$ cat src/rtl/lsq_queue.sv
module lsq_queue #(
  parameter int DEPTH       = 4,
  parameter int OTHER_DEPTH = 4,
  parameter int TAG_W       = 4,
  localparam int CNT_W      = $clog2(DEPTH + 1),
  localparam int IDX_W      = (DEPTH > 1) ? $clog2(DEPTH) : 1
) (
  input  logic                   clk,
  input  logic                   rst_n,
  input  logic                   alloc_en,
  input  logic [TAG_W-1:0]       alloc_tag,
  input  logic                   alloc_bar,
  input  logic [OTHER_DEPTH-1:0] other_live,
  input  logic [OTHER_DEPTH-1:0] other_free,
  input  logic                   exec_en,
  input  logic [TAG_W-1:0]       exec_tag,
  input  logic [TAG_W-1:0]       query_tag,
  output logic [DEPTH-1:0]       live_o,
  output logic [DEPTH-1:0]       free_o,
  output logic [DEPTH-1:0]       bar_vec_o,
  output logic                   slot_avail_o,
  output logic [CNT_W-1:0]       count_o,
  output logic                   q_hit_o,
  output logic                   q_bar_o,
  output logic [DEPTH-1:0]       q_own_older_o,
  output logic [OTHER_DEPTH-1:0] q_other_older_o
);

  logic [DEPTH-1:0]       valid_q;
  logic [DEPTH-1:0]       bar_q;
  logic [TAG_W-1:0]       tag_q       [DEPTH];
  logic [DEPTH-1:0]       own_older_q [DEPTH];
  logic [OTHER_DEPTH-1:0] oth_older_q [DEPTH];
  logic [IDX_W-1:0]       alloc_idx;

  // Release match per slot
  for (genvar g = 0; g < DEPTH; g++) begin : g_free
    assign free_o[g] = valid_q[g] && exec_en && (tag_q[g] == exec_tag);
  end

  assign live_o       = valid_q & ~free_o;
  assign bar_vec_o    = valid_q & bar_q;
  assign slot_avail_o = ~&valid_q;
  assign count_o      = CNT_W'($countones(valid_q));

  // Lowest free slot
  always_comb begin
    alloc_idx = '0;
    for (int i = DEPTH - 1; i >= 0; i--) begin
      if (!valid_q[i]) alloc_idx = IDX_W'(i);
    end
  end

  always_ff @(posedge clk or negedge rst_n) begin
    if (!rst_n) begin
      valid_q <= '0;
      bar_q   <= '0;
      for (int i = 0; i < DEPTH; i++) begin
        tag_q[i]       <= '0;
        own_older_q[i] <= '0;
        oth_older_q[i] <= '0;
      end
    end else begin
      for (int i = 0; i < DEPTH; i++) begin
        if (free_o[i]) valid_q[i] <= 1'b0;
        if (alloc_en && (alloc_idx == IDX_W'(i))) begin
          valid_q[i]     <= 1'b1;
          tag_q[i]       <= alloc_tag;
          bar_q[i]       <= alloc_bar;
          own_older_q[i] <= live_o;
          oth_older_q[i] <= other_live;
        end else begin
          own_older_q[i] <= own_older_q[i] & ~free_o;
          oth_older_q[i] <= oth_older_q[i] & ~other_free;
        end
      end
    end
  end

  // Query lookup (tags are unique among held entries)
  always_comb begin
    q_hit_o         = 1'b0;
    q_bar_o         = 1'b0;
    q_own_older_o   = '0;
    q_other_older_o = '0;
    for (int i = 0; i < DEPTH; i++) begin
      if (valid_q[i] && (tag_q[i] == query_tag)) begin
        q_hit_o         = 1'b1;
        q_bar_o         = q_bar_o | bar_q[i];
        q_own_older_o   = q_own_older_o | own_older_q[i];
        q_other_older_o = q_other_older_o | oth_older_q[i];
      end
    end
  end

  // allocation only ever lands in a free slot
  p_alloc_into_free_r9: assert property (@(posedge clk) disable iff (!rst_n)
    alloc_en |-> slot_avail_o);

  // a released slot is empty on the next cycle
  p_freed_slot_clear_r10: assert property (@(posedge clk) disable iff (!rst_n)
    exec_en |=> ((valid_q & $past(free_o)) == '0));

  // age links only ever point at held entries
  p_older_live_r10: assert property (@(posedge clk) disable iff (!rst_n)
    q_hit_o |-> ((q_own_older_o & ~valid_q) == '0));

endmodule

$ cat config.mk
export PLATFORM = sky130hd
export DESIGN_NAME = lsq_queue
export DESIGN_NICKNAME = d
export VERILOG_FILES = /design/src/rtl/lsq_queue.sv
export SDC_FILE = /design/constraint.sdc
export NUM_CORES = 1
export LEC_CHECK = 0
export BUFFER_PORTS_ARGS = -buffer_cell sky130_fd_sc_hd__buf_4
export CAP_MARGIN = 20
export CORE_MARGIN = 2
export CORE_UTILIZATION = 40
export DETAILED_ROUTE_END_ITERATION = 7
export PLACE_DENSITY_LB_ADDON = 0.08
export SKIP_LAST_GASP = 1
export SYNTH_ARGS = -nofsm -noshare
export SYNTH_HDL_FRONTEND = slang
export SYNTH_SLANG_ARGS = --single-unit
$ cat constraint.sdc
create_clock -name clk -period 1.8 [get_ports clk]
set_input_delay 0.09 -clock clk [delete_from_list [all_inputs] [get_ports clk]]
set_output_delay 0.09 -clock clk [all_outputs]
set_load 0.01 [all_outputs]
==> flow_summary.ini <==
[timing]
drv_slew = 0
fin_crit_sh_pct = 105.6
skew_ns = 0.007675
rsz0062_at_grt = true
setup_viol = 8
slew_headroom_pct = 51.55
hold_violations = 0
worstMarginPinSlew_ns = 0.7267
whs_ns = 0.002322
period_needed_ns = 1.901
fmax_mhz = 526.1
setup_ws_ns = -0.1009
tns_ns = -0.5033

[worst_hold_path]
hp-start = other_live[2]
hold_class = input port to register

[grt]
globalRouteTotalUtil_pct = 22.01
grt_start_max_net_pins = 57
met3_usage_pct = 3.402
grt_util_met1_pct = 32.70
grt_overflow_total = 0
grt.met2_usage_pct = 33.15
grt-busiest-layer = met2
grt_pass1_wl_um = 14370
grt_pass1_vias = 2649
antenna_found_initial = 0

[clocking]
cts_buffer_depth = 2
cts_tree = done
ctsHtreeMaxLevel = 2
cts.clk_slew.worst_paths_ns = 0.10
clock-sinks = 56
cts_made_buffers = 5
root_buffer = clkbuf_8
clock_latency_ns = 0.31

[worst_setup_path]
crit_fanout = 5
endpoint_kind = output pin
crit_type = register to output pin
cp-start-kind = register
crit_arrival_ns = 1.81
r2r-start = valid_q[0]
crit_path_start = tag_q[12]
reg2reg_slack_ns = 0.10
r2r_cells = 6
reg2reg_to = tag_q[4]
cp.required_ns = 1.71
critPathCapture = q_bar_o

[route]
drc = 0
wl_per_cell_um = 17.68
ant_nets = 0
drt_first_iter_violations = 162
dr.pass1.iters = 4
routed_wl_um = 8947
routed_via_density = 5.302
num_vias = 2683

[layout]
final_cells = 506
drive_gt1_share_pct = 30.71
nets = 437
final_area_sq_mm = 0.004036
antenna_cells = 0
n_fill_cell = 657
area_delta_synth_final_pct = 31.94

[run]
cap_viol_max_count = 0

[yosys]
synth_top_area_share_pct = 45.81
ys_types = 37
synth_area_leaders = dfrtp_1, nand4_1, nand2_1
syn_area_sq_mm = 0.003059
synthCells = 320
synth_seq_cells = 56
syn_nets = 350
synth_area_per_cell_sq_um = 9.560
seq_area_frac_synth_pct = 45.81
ys_warn_count = 0
synth_area_leader_cell = dfrtp_1

[placed_design]
place_area_sq_mm = 0.003667
numPlacedInstances = 475
gp_congestion = 0.7991
io_buffers = 50
detailed_place_hpwl_um = 5817

[floorplan]
initial_core_util_pct = 41.73
core_sq_mm = 0.007331
fp.dieArea_sq_mm = 0.008363
io_pins = 51
die_h_um = 91.45
die_x_um = 91.45
num_rows = 31

[power]
p_comb_share_pct = 58.4
power_density_mw_per_mm2 = 1767
power.total_uw = 7130
sw_frac_of_total_pct = 42.19
ir_worst_vdd_mv = 0.7354
power_switching_uw = 3008
pwr-share-clk_pct = 10.5
leakage_uw = 0.001828
internal_power_uw = 4122
pwr-share-seq_pct = 31.0

[outcome]
violations = negative setup slack
outcome = complete, but fails checks
## synthesized netlist by cell type
cell type / number
nand3_1: 11
o21ai_1: 1
o2111a_1: 1
a21o_1: 2
nand3b_1: 4
o21bai_1: 1
a21oi_1: 4
o211a_1: 1
clkbuf_2: 2
dfrtp_1: 56
buf_2: 6
xnor2_1: 8
nor2_1: 19
buf_4: 2
and2_1: 6
a311oi_1: 1
nor3_2: 3
clkbuf_1: 6
nor3_1: 1
nand4_1: 45
o22a_1: 1
xor2_1: 18
inv_1: 13
a21boi_1: 1
o21ai_0: 16
nand3_2: 1
mux2i_1: 4
nor3b_4: 1
mux2_2: 11
fa_1: 1
nand2_1: 48
a222oi_1: 2
buf_6: 1
ha_1: 4
nand2b_1: 14
nor3b_1: 2
nor4_4: 2
## worst min-delay path by stage
| stage | end | slack, ns | cells after the start |
|---|---|---|---|
| after floorplan | bar_q[0] | -0.21 | 0 |
| after global placement | valid_q[3] | 0.21 | 1 |
| after detailed placement | valid_q[3] | 0.20 | 1 |
| after CTS | oth_older_q[10] | 0.0001 | 3 |
| after global routing | oth_older_q[10] | 0.01 | 3 |
| final | oth_older_q[14] | 0.002 | 3 |
## kinds of logic after synthesis
family,after synthesis,synth area share [%]
adders and majority gates,5,2.290
muxes,15,5.358
DFF,56,45.81
xor gates and xnor gates,26,7.444
and+or+nand+nor,157,28.26
buffers and inverters,30,4.499
AOI/OAI and AO/OA,31,6.340
## sequential cells by signal (all words and copies together) (netlist names)
register / flops
valid_q: 4
bar_q: 4
own_older_q: 16
tag_q: 16
oth_older_q: 16
## per-stage QoR
stage	util (%)	worst slack, ns
5_1_grt	55.06	-0.2124
2_1_floorplan	-	0.1048
3_3_place_gp	50.03	0.1768
3_5_place_dp	50.03	0.1467
6_report	55.06	-0.1009
4_1_cts	53.63	-0.1107
## layout by cell type (no fill, tap or decap), drive strengths merged, types with 3 or more instances in the layout
| cell | n |
|---|---|
| mux2 | 11 |
| nand2b | 14 |
| mux2i | 4 |
| nand3 | 12 |
| nor3 | 4 |
| dlygate4sd3 | 9 |
| o21ai | 17 |
| nand2 | 48 |
| a21oi | 4 |
| xor2 | 18 |
| dfrtp | 56 |
| buf | 87 |
| xnor2 | 8 |
| clkbuf | 7 |
| and2 | 6 |
| nand3b | 4 |
| nor3b | 3 |
| nor2 | 19 |
| inv | 13 |
| ha | 4 |
| nand4 | 45 |
## final cells by class
type / instances / area (sq um) / share of cell area, %
Inverter: 13 / 51.30 / 1.271
Sequential cell: 56 / 1403 / 34.75
Timing Repair Buffer: 96 / 798.3 / 19.78
Tap cell: 99 / 123.9 / 3.069
Multi-Input combinational cell: 235 / 1564 / 38.75
Clock buffer: 7 / 96.34 / 2.387
## repair_timing
item,4_1_cts,5_1_grt
hold buffers,9,0
setup buffers,5,8
gates cloned,1,1
gates resized for setup,11,16
hold endpoints to repair,65,0
pin swaps,5,9
endpoints found under the setup margin,17,17
## power groups by stage
stage	combinational (uW)	clock, uW	sequential (uW)
CTS	3890	769	2200
detailed placement	3590	0	2220
finish	4170	752	2210
global placement	3540	0	2210
global route	4570	810	2280
floorplan	2180	0	2090
## metal layers
metal / share of wire (%) / wire length [um]
met1: 47 / 4210
met2: 47 / 4173
met3: 5.3 / 475
met4: 0.97 / 87
met5: 0 / 0
## worst max-delay path: stages, from the launching register on
cell and delay [ns]:
dfrtp_1 0.42, inv_2 0.05, a222oi_1 0.33, buf_4 0.19
buf_4 0.15, nand4_1 0.10, nand4_1 0.11, buf_4 0.14
Note: power is estimated with default switching activity, not from simulation.
